===== src/rtl/nand_seq_pkg.sv =====
package nand_seq_pkg;

    typedef enum logic [3:0] {
        ST_READ,
        ST_READID,
        ST_STATUS,
        ST_PROG,
        ST_COMMIT,
        ST_ERASE_SET,
        ST_ERASE_GO,
        ST_RELOAD,
        ST_OTHER
    } seq_state_t;

    typedef enum logic [1:0] {
        OFS_KEEP,
        OFS_ZERO,
        OFS_HALF,
        OFS_SPARE
    } ofs_sel_t;

    typedef struct packed {
        seq_state_t nxt;
        logic [7:0] code;
        ofs_sel_t   ofs;
        logic       keep_cnt;
        logic       ignore;
        logic       col_clr;
        logic       wipe;
    } cmd_dec_t;

    localparam logic [7:0] CB_READ       = 8'h00;
    localparam logic [7:0] CB_READ_HI    = 8'h01;
    localparam logic [7:0] CB_READ_SPARE = 8'h50;
    localparam logic [7:0] CB_READ_GO    = 8'h30;
    localparam logic [7:0] CB_COL_SET    = 8'h05;
    localparam logic [7:0] CB_COL_GO     = 8'hE0;
    localparam logic [7:0] CB_ID         = 8'h90;
    localparam logic [7:0] CB_STATUS     = 8'h70;
    localparam logic [7:0] CB_PROG       = 8'h80;
    localparam logic [7:0] CB_PROG_GO    = 8'h10;
    localparam logic [7:0] CB_ERASE      = 8'h60;
    localparam logic [7:0] CB_ERASE_GO   = 8'hD0;
    localparam logic [7:0] CB_RESET      = 8'hFF;

endpackage


===== src/rtl/nand_cmd_decode.sv =====
module nand_cmd_decode
    import nand_seq_pkg::*;
#(
    parameter bit LARGE_PAGE = 1'b0
) (
    input  logic [7:0]  byte_in,
    input  seq_state_t  cur_state,
    output cmd_dec_t    dec
);

    always_comb begin
        dec          = '0;
        dec.nxt      = ST_OTHER;
        dec.code     = byte_in;
        dec.ofs      = OFS_KEEP;
        unique case (byte_in)
            CB_READ: begin
                dec.nxt = ST_READ;
                dec.ofs = OFS_ZERO;
            end
            CB_READ_HI: begin
                dec.nxt  = ST_READ;
                dec.ofs  = OFS_HALF;
                dec.code = CB_READ;
            end
            CB_READ_SPARE: begin
                dec.nxt  = ST_READ;
                dec.ofs  = OFS_SPARE;
                dec.code = CB_READ;
            end
            CB_RESET: begin
                dec.nxt  = ST_READ;
                dec.ofs  = OFS_ZERO;
                dec.code = CB_READ;
                dec.wipe = 1'b1;
            end
            CB_ID:       dec.nxt = ST_READID;
            CB_STATUS:   dec.nxt = ST_STATUS;
            CB_PROG:     dec.nxt = ST_PROG;
            CB_PROG_GO:  dec.nxt = ST_COMMIT;
            CB_ERASE:    dec.nxt = ST_ERASE_SET;
            CB_ERASE_GO: dec.nxt = ST_ERASE_GO;
            CB_COL_GO: begin
                dec.keep_cnt = 1'b1;
                dec.nxt      = LARGE_PAGE ? ST_RELOAD : ST_OTHER;
            end
            CB_READ_GO: begin
                if (LARGE_PAGE && cur_state == ST_READ) begin
                    dec.ignore = 1'b1;
                end
            end
            CB_COL_SET: begin
                if (LARGE_PAGE) begin
                    dec.col_clr = 1'b1;
                end
            end
            default: ;
        endcase
    end

endmodule


===== src/rtl/nand_addr_collect.sv =====
module nand_addr_collect #(
    parameter int ADDR_BYTES = 5,
    parameter int COL_BYTES  = 1
) (
    input  logic                              clk,
    input  logic                              rst,
    input  logic                              take,
    input  logic [7:0]                        byte_in,
    input  logic                              clr_all,
    input  logic                              clr_cnt,
    input  logic                              clr_col,
    output logic [8*ADDR_BYTES-1:0]           addr_o,
    output logic [$clog2(ADDR_BYTES+1)-1:0]   cnt_o,
    output logic                              took_o
);

    localparam int CW = $clog2(ADDR_BYTES + 1);

    logic [CW-1:0] cnt_q;

    assign took_o = take && (cnt_q < CW'(ADDR_BYTES));
    assign cnt_o  = cnt_q;

    always_ff @(posedge clk) begin
        if (rst || clr_all || clr_cnt || clr_col) begin
            cnt_q <= '0;
        end else if (took_o) begin
            cnt_q <= cnt_q + 1'b1;
        end
    end

    for (genvar g = 0; g < ADDR_BYTES; g++) begin : g_lane
        localparam bit IS_COL = (g < COL_BYTES);
        logic [7:0] lane_q;
        always_ff @(posedge clk) begin
            if (rst || clr_all) begin
                lane_q <= '0;
            end else if (IS_COL && clr_col) begin
                lane_q <= '0;
            end else if (took_o && cnt_q == CW'(g)) begin
                lane_q <= byte_in;
            end
        end
        assign addr_o[g*8 +: 8] = lane_q;
    end

    // the count never passes the number of address lanes
    assert_cnt_bound_R2: assert property (@(posedge clk) disable iff (rst)
        cnt_q <= CW'(ADDR_BYTES));

endmodule


===== src/rtl/nand_cmd_seq.sv =====
module nand_cmd_seq
    import nand_seq_pkg::*;
#(
    parameter bit LARGE_PAGE = 1'b0,
    parameter bit BIG_PART   = 1'b0,
    parameter int PAGE_BYTES = 512,
    parameter int ADDR_BYTES = 5
) (
    input  logic                             clk,
    input  logic                             rst,
    input  logic                             ce_n,
    input  logic                             cle,
    input  logic                             ale,
    input  logic                             we,
    input  logic                             wp_n,
    input  logic [7:0]                       io,
    output logic [7:0]                       cmd_code,
    output logic [8*ADDR_BYTES-1:0]          addr_q,
    output logic [$clog2(ADDR_BYTES+1)-1:0]  addr_cnt,
    output logic [15:0]                      col_offset,
    output logic                             go_read,
    output logic                             go_readid,
    output logic                             go_status,
    output logic                             go_prog,
    output logic                             go_commit,
    output logic                             go_erase,
    output logic                             go_reload,
    output logic [15:0]                      start_col,
    output logic [8*ADDR_BYTES+15:0]         erase_row,
    output logic                             data_take,
    output logic [7:0]                       data_byte,
    output logic [7:0]                       status_byte
);

    localparam int ADDR_W    = 8 * ADDR_BYTES;
    localparam int ROW_W     = ADDR_W + 16;
    localparam int CW        = $clog2(ADDR_BYTES + 1);
    localparam int COL_BYTES = LARGE_PAGE ? 2 : 1;
    localparam int COL_W     = 8 * COL_BYTES;
    localparam int TRIG      = LARGE_PAGE ? (BIG_PART ? 5 : 4) : 3;
    localparam int ERASE_SH  = LARGE_PAGE ? 16 : 8;

    seq_state_t  state;
    cmd_dec_t    dec;
    logic        cmd_take, adr_take, dat_take, act, took, trig_hit;
    logic [15:0] col_now;
    logic [ADDR_W-1:0] masked;

    assign cmd_take = we && !ce_n && cle;
    assign adr_take = we && ale && !cmd_take;
    assign dat_take = we && !cle && !ale && (state == ST_PROG);
    assign act      = cmd_take && !dec.ignore && !dec.col_clr;
    assign trig_hit = took && (addr_cnt == CW'(TRIG - 1));
    assign col_now  = 16'(addr_q[COL_W-1:0]);
    assign status_byte = {wp_n, 1'b1, 6'b000000};

    always_comb begin
        for (int i = 0; i < ADDR_BYTES; i++) begin
            masked[i*8 +: 8] = (CW'(i) < addr_cnt) ? addr_q[i*8 +: 8] : 8'h00;
        end
    end

    nand_cmd_decode #(.LARGE_PAGE(LARGE_PAGE)) u_dec (
        .byte_in   (io),
        .cur_state (state),
        .dec       (dec)
    );

    nand_addr_collect #(.ADDR_BYTES(ADDR_BYTES), .COL_BYTES(COL_BYTES)) u_addr (
        .clk     (clk),
        .rst     (rst),
        .take    (adr_take),
        .byte_in (io),
        .clr_all (act && dec.wipe),
        .clr_cnt (act && !dec.keep_cnt),
        .clr_col (cmd_take && dec.col_clr),
        .addr_o  (addr_q),
        .cnt_o   (addr_cnt),
        .took_o  (took)
    );

    // state register
    always_ff @(posedge clk) begin
        if (rst) begin
            state <= ST_READ;
        end else if (act) begin
            state <= dec.nxt;
        end
    end

    // outputs
    always_ff @(posedge clk) begin
        if (rst) begin
            cmd_code   <= CB_READ;
            col_offset <= '0;
            go_read    <= 1'b0;
            go_readid  <= 1'b0;
            go_status  <= 1'b0;
            go_prog    <= 1'b0;
            go_commit  <= 1'b0;
            go_erase   <= 1'b0;
            go_reload  <= 1'b0;
            start_col  <= '0;
            erase_row  <= '0;
            data_take  <= 1'b0;
            data_byte  <= '0;
        end else begin
            go_read   <= 1'b0;
            go_readid <= 1'b0;
            go_status <= 1'b0;
            go_prog   <= 1'b0;
            go_commit <= 1'b0;
            go_erase  <= 1'b0;
            go_reload <= 1'b0;
            data_take <= 1'b0;
            if (act) begin
                cmd_code <= dec.code;
                unique case (dec.ofs)
                    OFS_ZERO:  col_offset <= '0;
                    OFS_HALF:  col_offset <= 16'h0100;
                    OFS_SPARE: col_offset <= 16'(PAGE_BYTES);
                    OFS_KEEP:  ;
                endcase
                unique case (dec.nxt)
                    ST_STATUS:   go_status <= 1'b1;
                    ST_COMMIT:   go_commit <= 1'b1;
                    ST_ERASE_GO: begin
                        go_erase  <= 1'b1;
                        erase_row <= ROW_W'(masked) << ERASE_SH;
                    end
                    ST_RELOAD: begin
                        go_reload <= 1'b1;
                        start_col <= col_now;
                    end
                    default: ;
                endcase
            end
            if (took) begin
                unique case (state)
                    ST_READID: if (addr_cnt == '0) go_readid <= 1'b1;
                    ST_READ: if (trig_hit) begin
                        go_read    <= 1'b1;
                        start_col  <= col_now + col_offset;
                        col_offset <= '0;
                    end
                    ST_PROG: if (trig_hit) begin
                        go_prog    <= 1'b1;
                        start_col  <= col_now + col_offset;
                        col_offset <= '0;
                    end
                    default: ;
                endcase
            end
            if (dat_take) begin
                data_take <= 1'b1;
                data_byte <= io;
            end
        end
    end

    // never more than one start pulse at a time
    assert_one_pulse_R12: assert property (@(posedge clk) disable iff (rst)
        $onehot0({go_read, go_readid, go_status, go_prog, go_commit, go_erase, go_reload}));

    // identify starts exactly when the first address byte has landed
    assert_id_first_R6: assert property (@(posedge clk) disable iff (rst)
        go_readid |-> addr_cnt == CW'(1));

    // transfers start on the mode's trigger byte count
    assert_trig_cnt_R4: assert property (@(posedge clk) disable iff (rst)
        (go_read || go_prog) |-> addr_cnt == CW'(TRIG));

    // a counted command leaves the address count at zero
    assert_cnt_clear_R2: assert property (@(posedge clk) disable iff (rst)
        (cmd_take && !dec.ignore && !dec.keep_cnt) |=> addr_cnt == '0);

    // the offset is consumed when a transfer starts
    assert_ofs_used_R8: assert property (@(posedge clk) disable iff (rst)
        (go_read || go_prog) |-> col_offset == '0);

endmodule


===== config.mk =====
export PLATFORM = sky130hd
export DESIGN_NAME = nand_cmd_seq
export DESIGN_NICKNAME = d
export VERILOG_FILES = /design/src/rtl/nand_seq_pkg.sv /design/src/rtl/nand_cmd_decode.sv /design/src/rtl/nand_addr_collect.sv /design/src/rtl/nand_cmd_seq.sv
export SDC_FILE = /design/constraint.sdc
export NUM_CORES = 1
export LEC_CHECK = 0
export ABC_CLOCK_PERIOD_IN_PS = 2990
export BUFFER_PORTS_ARGS = -buffer_cell sky130_fd_sc_hd__buf_2
export CAP_MARGIN = 15
export CELL_PAD_IN_SITES_DETAIL_PLACEMENT = 0
export CELL_PAD_IN_SITES_GLOBAL_PLACEMENT = 1
export CORE_MARGIN = 2
export CORE_UTILIZATION = 30
export CTS_CLUSTER_DIAMETER = 100
export DETAILED_ROUTE_END_ITERATION = 10
export GPL_TIMING_DRIVEN = 0
export HOLD_SLACK_MARGIN = 0.02
export PLACE_DENSITY_LB_ADDON = 0.1
export SETUP_SLACK_MARGIN = 0.5
export SYNTH_ARGS = -nofsm -noshare
export SYNTH_HDL_FRONTEND = slang
export SYNTH_SLANG_ARGS = --single-unit

===== constraint.sdc =====
create_clock -name clk -period 2.99 [get_ports clk]
set_input_delay 0.299 -clock clk [delete_from_list [all_inputs] [get_ports clk]]
set_output_delay 0.299 -clock clk [all_outputs]
set_load 0.02 [all_outputs]

# Word-level counts from Yosys, hierarchy flattened
# Cells that the tools add are included.
[word_totals]
output_inout_bits = 163
register_bits = 143
input_bits = 15
elab_cells = 117
[op_classes]
n_addsub = 2
n_mux = 27
n_reduce_logical = 34
eq_ne = 23
n_bitwise = 5
n_lt_le_gt_ge = 6
[op_table]
columns = ["operator", "count"]
rows = [
  ["2-to-1 mux 16 bit", 9],
  ["2-to-1 mux 8 bit", 6],
  ["one-hot mux 16 bit (3 select lines)", 1],
  ["equality test 8 bit (second input constant)", 5],
  ["one-hot mux 4 bit (7 select lines)", 1],
  ["equality test 8 x 7 -> 1 bit (second input constant)", 3],
  ["adder 8 x 16 -> 16 bit", 1],
  ["logical AND 1 bit", 15],
  ["equality test 4 x 3 -> 1 bit (second input constant)", 3],
  ["OR reduction 3 bit", 4],
  ["2-to-1 mux 1 bit", 9],
  ["equality test 4 x 2 -> 1 bit (second input constant)", 2],
  ["equality test 8 x 1 -> 1 bit (second input constant)", 1],
  ["equality test 8 x 5 -> 1 bit (second input constant)", 1],
  ["logical NOT 8 bit", 1],
  ["equality test 3 x 2 -> 1 bit (second input constant)", 2],
  ["less-than comparator 1 x 3 -> 1 bit (first input constant)", 2],
  ["less-than comparator 2 x 3 -> 1 bit (first input constant)", 2],
  ["one-hot mux 2 bit (3 select lines)", 1],
  ["OR reduction 2 bit", 3],
  ["logical NOT 1 bit", 5],
  ["NOT 1 bit", 5],
  ["equality test 2 bit (second input constant)", 2],
  ["equality test 4 x 1 -> 1 bit (second input constant)", 1],
  ["other kinds (11)", 12],
]

# Logic depth before layout (Yosys ltp)
# Gate-level depths: netlist (run 1).
[depth]
word_depth = 10
ltp_mapped = 8

# Cells and area by module
# A second synthesis (run 1) with hierarchy kept.
[hier_totals]
cells_unflattened = 648
hier_area_um2 = 6203.4
[modules_own_cells]
columns = ["module", "seq_area_each_um2", "cells_each", "area_per_inst_um2", "n_inst"]
rows = [
  ["nand_cmd_seq", 2001.9, 423, 4098.9, 1],
  ["nand_addr_collect", 860.8, 169, 1751.7, 1],
  ["nand_cmd_decode", 0.0, 56, 352.8, 1],
]

# Worst setup path before layout (run 1)
# No wires, ideal clock.
[synth_timing]
path_type = "flip-flop to flip-flop"
startpoint = "reg u_addr.g_lane[0].lane_q[0]"
endpoint = "reg start_col[10]"
stages_incl_launch_ff = 9
setup_ns = 0.091
path_slack_ns = 0.685
path_buffers = 0
period_less_slack_ns = 2.305
arrival_time_ns = 2.214
path_cell_list = "dfxtp_1 -> ha_1 -> inv_1 -> fa_1 -> nor2b_1 -> o2111ai_1 -> and4_1 -> or3_1 -> a311oi_1"
[synth_via]
elab_chain_len = 4
[synth_rtl]
columns = ["element", "line_no", "source"]
rows = [
  ["start, declared", "nand_addr_collect.sv:34", "logic [7:0] lane_q;"],
  ["start signal, assigned", "nand_addr_collect.sv:41", "lane_q <= byte_in;"],
  ["adder 8 x 16 -> 16 bit", "nand_cmd_seq.sv:143, nand_cmd_seq.sv:148", ""],
  ["2-to-1 mux 16 bit", "nand_cmd_seq.sv:141, nand_cmd_seq.sv:146", ""],
  ["2-to-1 mux 16 bit", "--", ""],
  ["2-to-1 mux 16 bit", "nand_cmd_seq.sv:138", "if (took) begin"],
  ["end signal, assigned", "nand_cmd_seq.sv:133", "start_col <= col_now;"],
  ["end signal, assigned", "nand_cmd_seq.sv:143", "start_col <= col_now + col_offset;"],
  ["end signal, assigned", "nand_cmd_seq.sv:148", "start_col <= col_now + col_offset;"],
  ["end, declared", "nand_cmd_seq.sv:28", "output logic [15:0] start_col,"],
]
# Every way passes these cells.
# A chain may end at the register's enable or synchronous reset.

# Final worst setup path (run 1)
[layout_timing]
startpoint = "reg u_addr.g_lane[0].lane_q[0]"
endpoint = "reg start_col[14]"
# The elaborated chain is that of the path after synthesis.

==> parameters.txt, run 1 <==
Parameter                              Value

Setup path
  CP arrival    between 2 and 3 ns
  Worst-path maximum fanout    6
  R2r setup slk    0.63 ns
  Number of cells on the worst reg-to-reg path    8
  Worst EP required    around 3.3 ns
  Worst setup SP type    flip-flop
  Reg2reg start    u_addr.g_lane[0].lane_q[0]$_SDFFE_PP0P_
  Type of destination of the critical path    flip-flop
  R2r endpoint    start_col[14]$_SDFF_PP0_
  Type of the setup path with the least slack    flip-flop to flip-flop

Detailed routing
  Number of vias per cell    ~4.7
  Average wire per standard cell    around 16 um
  DRC Markers    0
  Total detailed-routing wirelength    ~18,000 um
  Drt initial violations    211
  Post-route ant nets    0
  Number of optimization iterations in the first detailed-route pass    4
  Vias after detailed routing    between 5k and 6k

Placement
  # port buffers    around 150
  Global placer's final weighted congestion    approximately 0.86
  Post-DP HPWL    roughly 13,000 um

Timing
  Fraction of the cycle the final worst path needs    78.8%
  Slew at the pin closest to its max-slew limit    between 0.9 and 1 ns
  Setup violators final    0
  Worst clock skew    0.00778 ns
  Highest Clock Rate    between 400 and 500 MHz
  Post-Route Setup TNS    0 ns
  Slew Limit Headroom    32.6%
  Pins Over Slew Limit    0
  Setup repair after global routing missed its margin    true
  Final hold violations    0
  Crit path time final    ~2.4 ns

Power and ir drop
  Sequential group share of total power    a little over two fifths
  Psw    about 1000 uW
  Power share of the clock group    51.4%
  Largest vdd supply drop    0.342 mV
  Power Dens Cells    around 590 mW/mm^2
  Internal power contribution    between 3 and 4 mW
  Switching share of total power    22.1%
  Combinational cell fraction of total power    approximately 5.7%
  Standby leakage power    approximately 3.5 nW

Floorplan
  FP Rows    between 50 and 60
  I/O pin count    roughly 180
  Die W    144 um
  Die outline area    between 0.02 and 0.025 sq mm
  Core Box Area    0.0193 sq mm
  Effective utilization at floorplan    30.3%
  Die Y    around 140 um

Clock tree
  Clock tree from TritonCTS    built
  Clock Sink Count    143
  Number of buffers inserted during clock tree synthesis    17
  Hold bufs inserted after CTS    0
  Root buffer cell    sky130_fd_sc_hd__clkbuf_16
  Clk_lat worst skew    approximately 0.41 ns
  CTS H-tree lvls    4
  Max Buffers Root-to-Sink    2
  Clock slew seen by the registers of the worst setup and hold paths    0.06 ns

Logic synthesis
  Primary FF master, synth    sky130_fd_sc_hd__dfxtp_1
  Post-synthesis instance area    slightly below 0.006 sq mm
  Post-synth EDFFs    0
  Share of synthesized area occupied by flip-flops and latches    between 40% and 50%
  Number of different library cells in the post-synthesis netlist    60
  Cells after Synth    ~600
  Synthesized area divided by synthesized cell count    roughly 9.6 sq um
  Yosys synthesis warning count    0
  Async set-reset flop share out of synthesis    0%
  Post-synthesis register bit count    about 140

Global routing
  GRT Overall Usage    between 10% and 20%
  Wire length of the first global-routing pass    between 20,000 and 30,000 um
  Antenna violations before repair    1
  Pin count of the biggest net entering global routing    17
  GRT overflow    0
  Via count of the first global-routing pass    around 4.7k

Run status
  Run status    complete, no violations

Min path
  Worst hold path startpoint    io[1]
  Cell depth of the worst min-delay path    3
  Class of the worst hold path    input pin to flip-flop
  Hold Path End    u_addr.g_lane[2].lane_q[1]$_SDFFE_PP0P_

Final layout
  Net count reported at finish    ~830
  Area added between synthesis and finish    31.5%
  Utilization after layout    between 30% and 40%
  Fraction of final layout cells with drive strength greater than 1    around 28%

Flow run
  Max Cap Violations    0
## registers in the layout (all words and copies together) (netlist names), 3 cells and up
register              count
cmd_code                  8
col_offset               16
data_byte                 8
erase_row                40
start_col                16
state                     4
u_addr.cnt_o              3
u_addr.g_lane.lane_q     40
## cells in the mapped netlist, types with 2 or more instances
cell type	number	area, sq um
sky130_fd_sc_hd__dfxtp_1	143	2860
sky130_fd_sc_hd__nor2_1	67	251
sky130_fd_sc_hd__nand2_1	50	188
sky130_fd_sc_hd__a22o_1	41	359
sky130_fd_sc_hd__mux2i_1	41	410
sky130_fd_sc_hd__clkbuf_1	31	116
sky130_fd_sc_hd__a21oi_1	25	125
sky130_fd_sc_hd__buf_4	25	188
sky130_fd_sc_hd__nand3_1	19	95.1
sky130_fd_sc_hd__and2_1	17	106
sky130_fd_sc_hd__o21ai_0	12	60.1
sky130_fd_sc_hd__ha_1	11	138
sky130_fd_sc_hd__inv_1	9	33.8
sky130_fd_sc_hd__nor3_1	8	40.0
sky130_fd_sc_hd__a22oi_1	7	52.6
sky130_fd_sc_hd__nand4_1	7	43.8
sky130_fd_sc_hd__a21o_1	6	45.0
sky130_fd_sc_hd__and3_1	6	37.5
sky130_fd_sc_hd__a211oi_1	5	37.5
sky130_fd_sc_hd__nand2b_1	5	31.3
sky130_fd_sc_hd__nor4_1	5	31.3
sky130_fd_sc_hd__xnor2_1	5	43.8
sky130_fd_sc_hd__o21a_1	4	30.0
sky130_fd_sc_hd__or3_1	4	25.0
sky130_fd_sc_hd__a2111oi_0	3	26.3
sky130_fd_sc_hd__a311oi_1	3	26.3
sky130_fd_sc_hd__and4_1	3	26.3
sky130_fd_sc_hd__buf_2	3	15.0
sky130_fd_sc_hd__o22ai_1	3	18.8
sky130_fd_sc_hd__xor2_1	3	26.3
sky130_fd_sc_hd__a21oi_4	2	32.5
sky130_fd_sc_hd__buf_1	2	7.51
sky130_fd_sc_hd__buf_6	2	22.5
sky130_fd_sc_hd__conb_1	2	7.51
sky130_fd_sc_hd__nand3b_1	2	15.0
sky130_fd_sc_hd__nor2_4	2	22.5
sky130_fd_sc_hd__nor2b_1	2	12.5
sky130_fd_sc_hd__o31ai_1	2	15.0
sky130_fd_sc_hd__or4_1	2	15.0
## metal layers
layer / GRT usage [%] / share of wire (%) / vias up
li1: - / - / 2504
met1: 23.1 / 48 / 2321
met2: 25.9 / 44 / 159
met3: 3.87 / 5.8 / 27
met4: 7.89 / 2.6 / 0
met5: 0 / 0 / -
## layout by cell type (no fill, tap or decap), types with 19 or more instances in the layout
| master | instances |
|---|---|
| sky130_fd_sc_hd__buf_2 | 150 |
| sky130_fd_sc_hd__dfxtp_1 | 142 |
| sky130_fd_sc_hd__nor2_1 | 67 |
| sky130_fd_sc_hd__nand2_1 | 50 |
| sky130_fd_sc_hd__mux2i_1 | 41 |
| sky130_fd_sc_hd__a22o_1 | 41 |
| sky130_fd_sc_hd__clkbuf_1 | 32 |
| sky130_fd_sc_hd__a21oi_1 | 25 |
| sky130_fd_sc_hd__buf_4 | 25 |
| sky130_fd_sc_hd__conb_1 | 24 |
| sky130_fd_sc_hd__nand3_1 | 19 |
## worst max-delay path: stages (launching register included)
cell                        delay [ns]
sky130_fd_sc_hd__dfxtp_2          0.37
sky130_fd_sc_hd__ha_1             0.18
sky130_fd_sc_hd__inv_1            0.05
sky130_fd_sc_hd__fa_1             0.41
sky130_fd_sc_hd__nor2b_2          0.17
sky130_fd_sc_hd__o2111ai_2        0.17
sky130_fd_sc_hd__and4_4           0.22
sky130_fd_sc_hd__or3_1            0.36
sky130_fd_sc_hd__a311oi_1         0.31
## power groups by stage
stage               Clock (mW)  Combinational [mW]  Sequential [mW]
global route              2.46               0.281             1.94
CTS                       2.38               0.257             1.93
finish                    2.32               0.258             1.93
floorplan                    0               0.163             1.99
detailed placement           0               0.255             1.98
global placement             0               0.252             1.98
## cell families (layout without fill, tap and decap cells)
logic type | Yosys count | count (layout) | synth area share, %
AOI/OAI and AO/OA | 125 | 125 | 16.0
other | 2 | 25 | 0.128
adders and majority gates | 12 | 12 | 2.69
buffers and inverters | 72 | 249 | 6.54
xor gates and xnor gates | 8 | 8 | 1.20
DFF | 143 | 143 | 48.9
muxes | 41 | 41 | 7.01
and+or+nand+nor | 207 | 207 | 17.6
## stage by stage
stage / std cells / instance area [sq um] / power (mW) / setup WS (ns) / hold slack (ns)
6_report: 1075 / 7700 / 4.52 / 0.634 / 0.204
5_1_grt: 1074 / 7700 / 4.68 / 0.484 / 0.190
4_1_cts: 1074 / 7660 / 4.57 / 0.508 / 0.182
3_5_place_dp: 1044 / 7010 / 2.23 / 0.146 / 0.443
3_3_place_gp: 1044 / 7010 / 2.23 / 0.199 / 0.442
2_1_floorplan: 632 / 5940 / 2.15 / 0.685 / 0.455
## how the worst max path moves through the flow
stage | startpoint | end | slack (ns) | cells after the start
after floorplan | u_addr.g_lane[0].lane_q[0]$_SDFFE_PP0P_ | start_col[10]$_SDFF_PP0_ | 0.69 | 8
after global placement | io[2] | col_offset[1]$_SDFF_PP0_ | 0.20 | 7
after detailed placement | u_addr.cnt_o[0]$_SDFFE_PP0P_ | col_offset[2]$_SDFF_PP0_ | 0.15 | 7
after CTS | u_addr.g_lane[0].lane_q[0]$_SDFFE_PP0P_ | start_col[14]$_SDFF_PP0_ | 0.51 | 8
after global routing | ce_n | u_addr.g_lane[1].lane_q[7]$_SDFFE_PP0P_ | 0.48 | 6
final | u_addr.g_lane[0].lane_q[0]$_SDFFE_PP0P_ | start_col[14]$_SDFF_PP0_ | 0.63 | 8
## area by class of cell
type / instances / area (sq um)
Timing Repair Buffer: 147 / 736
Tap cell: 265 / 332
Clock buffer: 21 / 460
Fill cell: 1994 / 11600
Antenna cell: 1 / 2.50
Clock inverter: 9 / 183
Multi-Input combinational cell: 417 / 2740
Inverter: 9 / 33.8
Buffer: 63 / 350
Sequential cell: 143 / 2860
## repair_timing
action,in CTS,in global routing
buffers inserted,0,0
gates resized for setup,6,6
setup endpoints to repair,26,16
cloned,0,0
pin swaps,0,1
Power figures use the tool's default switching activity.
==> run 2: changes to the inputs <==
- ABC_CLOCK_PERIOD_IN_PS: 2990 -> 2220
- clock period: 2.99 -> 2.22 ns (I/O delays scaled with it)
==> run 2 against run 1 <==
Against the previous run: critical path depth unchanged; critical endpoint is now start_col[10]$_SDFF_PP0_; total power grew 30%; design area up 7.6%; sequential share of layout area fell by 2.2 points; register-to-register slack got worse by 0.45 ns; clock-buffer cell count down 1; first-iteration DRC count grew 25%.
==> parameters.txt, run 2 (synthesized netlist as in run 1, its figures left out) <==
Parameter                              Value

Floorplan
  Effective utilization at floorplan    30.3% (unchanged)
  Die Y    144 um (unchanged)
  Core Box Area    0.0193 sq mm (unchanged)
  I/O pin count    178 (unchanged)
  Die outline area    0.0207 sq mm (unchanged)
  Die W    144 um (unchanged)
  FP Rows    51 (unchanged)

Clock tree
  Clock tree from TritonCTS    built (unchanged)
  CTS H-tree lvls    4 (unchanged)
  Root buffer cell    sky130_fd_sc_hd__clkbuf_16 (unchanged)
  Clk_lat worst skew    0.43 ns (was 0.41 ns)
  Hold bufs inserted after CTS    0 (unchanged)
  Clock slew seen by the registers of the worst setup and hold paths    0.06 ns (about the same)
  Max Buffers Root-to-Sink    2 (unchanged)
  Clock Sink Count    143 (unchanged)
  Number of buffers inserted during clock tree synthesis    17 (unchanged)

Timing
  Setup violators final    0 (unchanged)
  Pins Over Slew Limit    0 (unchanged)
  Slew Limit Headroom    50.2% (was 32.6%)
  Fraction of the cycle the final worst path needs    91.7% (was 78.8%)
  Final hold violations    0 (unchanged)
  Post-Route Setup TNS    0 ns (unchanged)
  Worst clock skew    0.0102 ns (was 0.00778 ns)
  Highest Clock Rate    491 MHz (was 424 MHz)
  Worst path setup slack after routing    0.185 ns (was 0.634 ns)
  Setup repair after global routing missed its margin    true (unchanged)
  Crit path time final    2.03 ns (was 2.36 ns)
  Worst Hold Slack    0.100 ns (was 0.204 ns)
  Slew at the pin closest to its max-slew limit    0.747 ns (was 0.998 ns)

Placement
  Post-DP HPWL    13,400 um (was 12,700 um)
  # port buffers    147 (unchanged)
  Global placer's final weighted congestion    0.868 (was 0.858)
  Worst setup slack before clock tree synthesis    -0.118 ns (was 0.146 ns)
  DP Area    0.00713 sq mm (was 0.00701 sq mm)
  Number of placed instances, taps included    1,044 (unchanged)

Run status
  Run status    complete, no violations (unchanged)

Detailed routing
  Number of optimization iterations in the first detailed-route pass    4 (unchanged)
  Drt initial violations    264 (was 211)
  Total detailed-routing wirelength    18,800 um (was 17,600 um)
  Vias after detailed routing    5,299 (was 5,011)
  Post-route ant nets    0 (unchanged)
  Average wire per standard cell    17.1 um (was 16.4 um)
  Number of vias per cell    4.81 (was 4.66)
  DRC Markers    0 (unchanged)

Global routing
  Antenna violations before repair    0 (was 1)
  GRT Overall Usage    18.1% (was 17.1%)
  Wire length of the first global-routing pass    28,200 um (was 26,500 um)
  Via count of the first global-routing pass    5,004 (was 4,671)
  Pin count of the biggest net entering global routing    17 (unchanged)
  GRT overflow    0 (unchanged)

Setup path
  Reg2reg start    u_addr.g_lane[0].lane_q[0]$_SDFFE_PP0P_ (unchanged)
  Worst setup SP type    flip-flop (unchanged)
  Type of the setup path with the least slack    flip-flop to flip-flop (unchanged)
  R2r endpoint    start_col[10]$_SDFF_PP0_ (was start_col[14]$_SDFF_PP0_)
  CP arrival    2.36 ns (was 2.67 ns)
  Type of destination of the critical path    flip-flop (unchanged)
  Number of cells on the worst reg-to-reg path    8 (unchanged)
  R2r setup slk    0.19 ns (was 0.63 ns)
  Worst-path maximum fanout    6 (unchanged)
  Worst EP required    2.55 ns (was 3.30 ns)

Final layout
  Non-Filler Instances    1,101 (was 1,075)
  Net count reported at finish    851 (was 825)
  Number of antenna repair diodes    0 (was 1)
  Registers with the most flip-flops    erase_row x40, u_addr.g_lane.lane_q x40 (unchanged)
  Area added between synthesis and finish    41.4% (was 31.5%)
  Highest-count cells in the layout ignoring fill and taps    sky130_fd_sc_hd__buf_2 (148), sky130_fd_sc_hd__dfxtp_1 (129), sky130_fd_sc_hd__nor2_1 (66), sky130_fd_sc_hd__nand2_1 (48), sky130_fd_sc_hd__buf_4 (44) (was sky130_fd_sc_hd__buf_2 (150), sky130_fd_sc_hd__dfxtp_1 (142), sky130_fd_sc_hd__nor2_1 (67), sky130_fd_sc_hd__nand2_1 (50))
  Leading cell type in the layout, fill and taps excluded    sky130_fd_sc_hd__buf_2 (unchanged)
  Fraction of final layout cells with drive strength greater than 1    36.7% (was 27.6%)
  Final instance area    0.00828 sq mm (was 0.00770 sq mm)
  Utilization after layout    42.8% (was 39.8%)

Power and ir drop
  Post-route total power    5.86 mW (was 4.52 mW)
  Largest vdd supply drop    0.525 mV (was 0.342 mV)
  Standby leakage power    3.70 nW (was 3.49 nW)
  Power Dens Cells    707 mW/mm^2 (was 586 mW/mm^2)

Min path
  Cell depth of the worst min-delay path    3 (unchanged)
  Class of the worst hold path    input pin to flip-flop (unchanged)
  Worst hold path startpoint    io[1] (unchanged)
  Hold Path End    u_addr.g_lane[2].lane_q[1]$_SDFFE_PP0P_ (unchanged)

Flow run
  Max Cap Violations    0 (unchanged)
==> run 2: repair_timing <==
item / CTS / global route
gates resized for setup: 47 / 30
hold endpoints to repair: 0 / 0
cloned: 1 / 0
endpoints found under the setup margin: 103 / 111
setup buffers: 21 / 4
pin swaps: 14 / 15
==> run 2: layout make-up <==
class / count / area [sq um]
Inverter: 9 / 36.3
Buffer: 63 / 414
Sequential cell: 143 / 2900
Clock inverter: 11 / 131
Timing Repair Buffer: 173 / 992
Fill cell: 1969 / 11100
Multi-Input combinational cell: 417 / 3020
Tap cell: 265 / 332
Clock buffer: 20 / 457
==> run 2: power breakdown <==
group | internal [mW] | switching (mW) | leakage (nW)
Sequential | 2.58 | 0.0206 | 1.16
Combinational | 0.137 | 0.262 | 2.25
Clock | 1.72 | 1.14 | 0.288
Total | 4.44 | 1.42 | 3.70
==> run 2: per-layer routing <==
metal	track usage (%)	vias up	part of all wire, %
met5	0	-	0
met4	5.93	0	1.5
met3	4.40	18	6.4
met2	28.4	155	47
met1	24.5	2575	45
li1	-	2551	-
==> run 2: worst max-delay path, stage by stage, from the launching register on <==
cell and delay [ns]:
sky130_fd_sc_hd__dfxtp_4 0.37, sky130_fd_sc_hd__ha_4 0.13, sky130_fd_sc_hd__inv_2 0.04, sky130_fd_sc_hd__fa_2 0.38, sky130_fd_sc_hd__nor2b_4 0.16, sky130_fd_sc_hd__o2111ai_4 0.14, sky130_fd_sc_hd__and4_4 0.20, sky130_fd_sc_hd__or3_1 0.30
sky130_fd_sc_hd__a311oi_1 0.22
==> run 2: how the worst max path moves through the flow <==
stage	startpoint	end	cells after the start
after global placement	ce_n	u_addr.g_lane[3].lane_q[0]$_SDFFE_PP0P_	6
after global routing	u_addr.g_lane[0].lane_q[0]$_SDFFE_PP0P_	start_col[12]$_SDFF_PP0_	8
after CTS	u_addr.g_lane[0].lane_q[0]$_SDFFE_PP0P_	start_col[14]$_SDFF_PP0_	8
after detailed placement	ce_n	u_addr.g_lane[0].lane_q[3]$_SDFFE_PP0P_	6
after floorplan	u_addr.g_lane[0].lane_q[0]$_SDFFE_PP0P_	start_col[12]$_SDFF_PP0_	8
final	u_addr.g_lane[0].lane_q[0]$_SDFFE_PP0P_	start_col[10]$_SDFF_PP0_	8
==> run 3: changes to the inputs <==
==> constraint.sdc (replaced) <==
create_clock -name clk -period 2.22 [get_ports clk]
set_input_delay 0.111 -clock clk [delete_from_list [all_inputs] [get_ports clk]]
set_output_delay 0.111 -clock clk [all_outputs]
set_load 0.02 [all_outputs]
==> run 3 against run 2 <==
Against the previous run: non-clock buffer count rose by 7; total power up 5.1%; clock power is 10% higher; via count up 0.45%; final cell count rose by 0.82%; global-route usage is 0.28 points lower.
==> parameters.txt, run 3 (synthesized netlist as in run 1, its figures left out) <==
Parameter                              Value

Power and ir drop
  Switching share of total power    23.9% (was 24.2%)
  Combinational cell fraction of total power    6.4% (was 6.8%)
  Standby leakage power    3.76 nW (was 3.70 nW)
  Power Dens Cells    734 mW/mm^2 (was 707 mW/mm^2)
  Power share of the clock group    51.4% (was 48.8%)
  Sequential group share of total power    42.2% (was 44.4%)
  Psw    1.47 mW (was 1.42 mW)
  Largest vdd supply drop    0.512 mV (was 0.525 mV)
  Post-route total power    6.16 mW (was 5.86 mW)
  Internal power contribution    4.69 mW (was 4.44 mW)

Detailed routing
  Average wire per standard cell    16.8 um (was 17.1 um)
  Number of optimization iterations in the first detailed-route pass    5 (was 4)
  Number of vias per cell    4.80 (was 4.81)
  Drt initial violations    248 (was 264)
  DRC Markers    0 (unchanged)
  Vias after detailed routing    5,323 (was 5,299)
  Post-route ant nets    0 (unchanged)
  Total detailed-routing wirelength    18,700 um (was 18,800 um)

Clock tree
  Max Buffers Root-to-Sink    2 (unchanged)
  Number of buffers inserted during clock tree synthesis    17 (unchanged)
  CTS H-tree lvls    4 (unchanged)
  Clock tree from TritonCTS    built (unchanged)
  Clock slew seen by the registers of the worst setup and hold paths    0.06 ns (about the same)
  Root buffer cell    sky130_fd_sc_hd__clkbuf_16 (unchanged)
  Clk_lat worst skew    0.42 ns (was 0.43 ns)
  Clock Sink Count    143 (unchanged)

Timing
  Post-Route Setup TNS    0 ns (unchanged)
  Worst Hold Slack    0.0431 ns (was 0.100 ns)
  Setup violators final    0 (unchanged)
  Crit path time final    2.00 ns (was 2.03 ns)
  Final hold violations    0 (unchanged)
  Highest Clock Rate    501 MHz (was 491 MHz)
  Worst path setup slack after routing    0.224 ns (was 0.185 ns)
  Fraction of the cycle the final worst path needs    89.9% (was 91.7%)
  Slew Limit Headroom    50.3% (was 50.2%)
  Setup repair after global routing missed its margin    true (unchanged)
  Slew at the pin closest to its max-slew limit    0.745 ns (was 0.747 ns)
  Pins Over Slew Limit    0 (unchanged)
  Worst clock skew    0.00971 ns (was 0.0102 ns)

Floorplan
  Die Y    144 um (unchanged)
  I/O pin count    178 (unchanged)
  Die W    144 um (unchanged)
  FP Rows    51 (unchanged)
  Die outline area    0.0207 sq mm (unchanged)
  Core Box Area    0.0193 sq mm (unchanged)
  Effective utilization at floorplan    30.3% (unchanged)

Min path
  Cell depth of the worst min-delay path    3 (unchanged)
  Class of the worst hold path    input pin to flip-flop (unchanged)
  Hold Path End    u_addr.g_lane[2].lane_q[2]$_SDFFE_PP0P_ (was u_addr.g_lane[2].lane_q[1]$_SDFFE_PP0P_)
  Worst hold path startpoint    io[2] (was io[1])

Final layout
  Registers with the most flip-flops    erase_row x40, u_addr.g_lane.lane_q x40 (unchanged)
  Area added between synthesis and finish    43.2% (was 41.4%)
  Non-Filler Instances    1,110 (was 1,101)
  Utilization after layout    43.4% (was 42.8%)
  Highest-count cells in the layout ignoring fill and taps    sky130_fd_sc_hd__buf_2 (150), sky130_fd_sc_hd__dfxtp_1 (131), sky130_fd_sc_hd__nor2_1 (66), sky130_fd_sc_hd__buf_4 (48), sky130_fd_sc_hd__nand2_1 (47) (was sky130_fd_sc_hd__buf_2 (148), sky130_fd_sc_hd__dfxtp_1 (129), sky130_fd_sc_hd__nor2_1 (66), sky130_fd_sc_hd__nand2_1 (48), sky130_fd_sc_hd__buf_4 (44))
  Leading cell type in the layout, fill and taps excluded    sky130_fd_sc_hd__buf_2 (unchanged)
  Final instance area    0.00838 sq mm (was 0.00828 sq mm)
  Fraction of final layout cells with drive strength greater than 1    36.6% (was 36.7%)
  Net count reported at finish    858 (was 851)

Setup path
  Number of cells on the worst reg-to-reg path    8 (unchanged)
  Type of the setup path with the least slack    flip-flop to flip-flop (unchanged)
  Critical Path Max Stage Delay    0.36 ns (was 0.38 ns)
  Slowest CP cell    sky130_fd_sc_hd__dfxtp_4 (was sky130_fd_sc_hd__fa_2)
  Type of destination of the critical path    flip-flop (unchanged)
  Reg2reg start    col_offset[0]$_SDFF_PP0_ (was u_addr.g_lane[0].lane_q[0]$_SDFFE_PP0P_)
  R2r endpoint    start_col[10]$_SDFF_PP0_ (unchanged)
  Worst EP required    2.55 ns (about the same)
  Ordered cell list for the critical path    ha_4, inv_2, fa_2, nor2b_4, o2111ai_4, and4_4, or3_1, a311oi_1 (unchanged)
  CP arrival    2.33 ns (was 2.36 ns)
  Worst setup SP type    flip-flop (unchanged)
  R2r setup slk    0.22 ns (was 0.19 ns)
  Worst-path maximum fanout    6 (unchanged)

Global routing
  GRT Overall Usage    17.8% (was 18.1%)
  GRT overflow    0 (unchanged)
  Pin count of the biggest net entering global routing    17 (unchanged)
  Antenna violations before repair    0 (unchanged)
  Via count of the first global-routing pass    4,865 (was 5,004)
  Wire length of the first global-routing pass    27,500 um (was 28,200 um)

Placement
  DP Area    0.00713 sq mm (about the same)
  Global placer's final weighted congestion    0.844 (was 0.868)
  Post-DP HPWL    13,100 um (was 13,400 um)
  Number of placed instances, taps included    1,044 (unchanged)
  # port buffers    147 (unchanged)
  Worst setup slack before clock tree synthesis    -0.258 ns (was -0.118 ns)

Run status
  Run status    complete, no violations (unchanged)

Flow run
  Max Cap Violations    0 (unchanged)
## run 3: layout make-up
class	instances	area, sq um
antenna	1	2.50
buffer	63	409
multi-input combinational	417	3010
fill	1936	11000
clock buffer	19	454
sequential	143	2900
tap	265	332
clock inverter	13	196
inverter	9	36.3
timing repair buffer	180	1050
## run 3: worst max path at each step
stage / slack [ns] / cells after the start / endpoint / from
global placement: -0.27 / 6 / u_addr.g_lane[0].lane_q[2]$_SDFFE_PP0P_ / ce_n
global route: 0.14 / 8 / start_col[10]$_SDFF_PP0_ / col_offset[0]$_SDFF_PP0_
floorplan: 0.23 / 8 / start_col[12]$_SDFF_PP0_ / u_addr.g_lane[0].lane_q[0]$_SDFFE_PP0P_
detailed placement: -0.26 / 6 / u_addr.g_lane[4].lane_q[5]$_SDFFE_PP0P_ / ce_n
CTS: 0.18 / 8 / start_col[10]$_SDFF_PP0_ / col_offset[0]$_SDFF_PP0_
finish: 0.22 / 8 / start_col[10]$_SDFF_PP0_ / col_offset[0]$_SDFF_PP0_
## run 3: power groups by stage
stage / combinational (mW) / sequential [mW] / clock [mW]
global placement: 0.343 / 2.66 / 0
CTS: 0.387 / 2.60 / 3.23
global route: 0.430 / 2.60 / 3.33
detailed placement: 0.347 / 2.66 / 0
floorplan: 0.223 / 2.67 / 0
finish: 0.396 / 2.60 / 3.16
## run 3: routing by layer
metal / share of wire (%) / track usage [%] / up-vias
met1: 45 / 23.4 / 2579
met4: 1.5 / 6.09 / 0
met3: 5.6 / 4.60 / 21
met2: 47 / 28.5 / 153
li1: - / - / 2570
met5: 0 / 0 / -
## run 3: critical path, delay by kind of cell, from the launching register on
family | cells | cell delay, ns
simple gates | 3 | 0.65
buf+inv | 1 | 0.03
flops | 1 | 0.36
fa+ha+maj | 2 | 0.49
compound gates | 2 | 0.37
## run 3: repair_timing
item,4_1_cts,5_1_grt
cloned,2,0
hold endpoints to repair,7,0
pin swaps,18,12
hold buffers,1,0
setup endpoints to repair,83,90
setup buffers,22,8
gates resized for setup,59,21
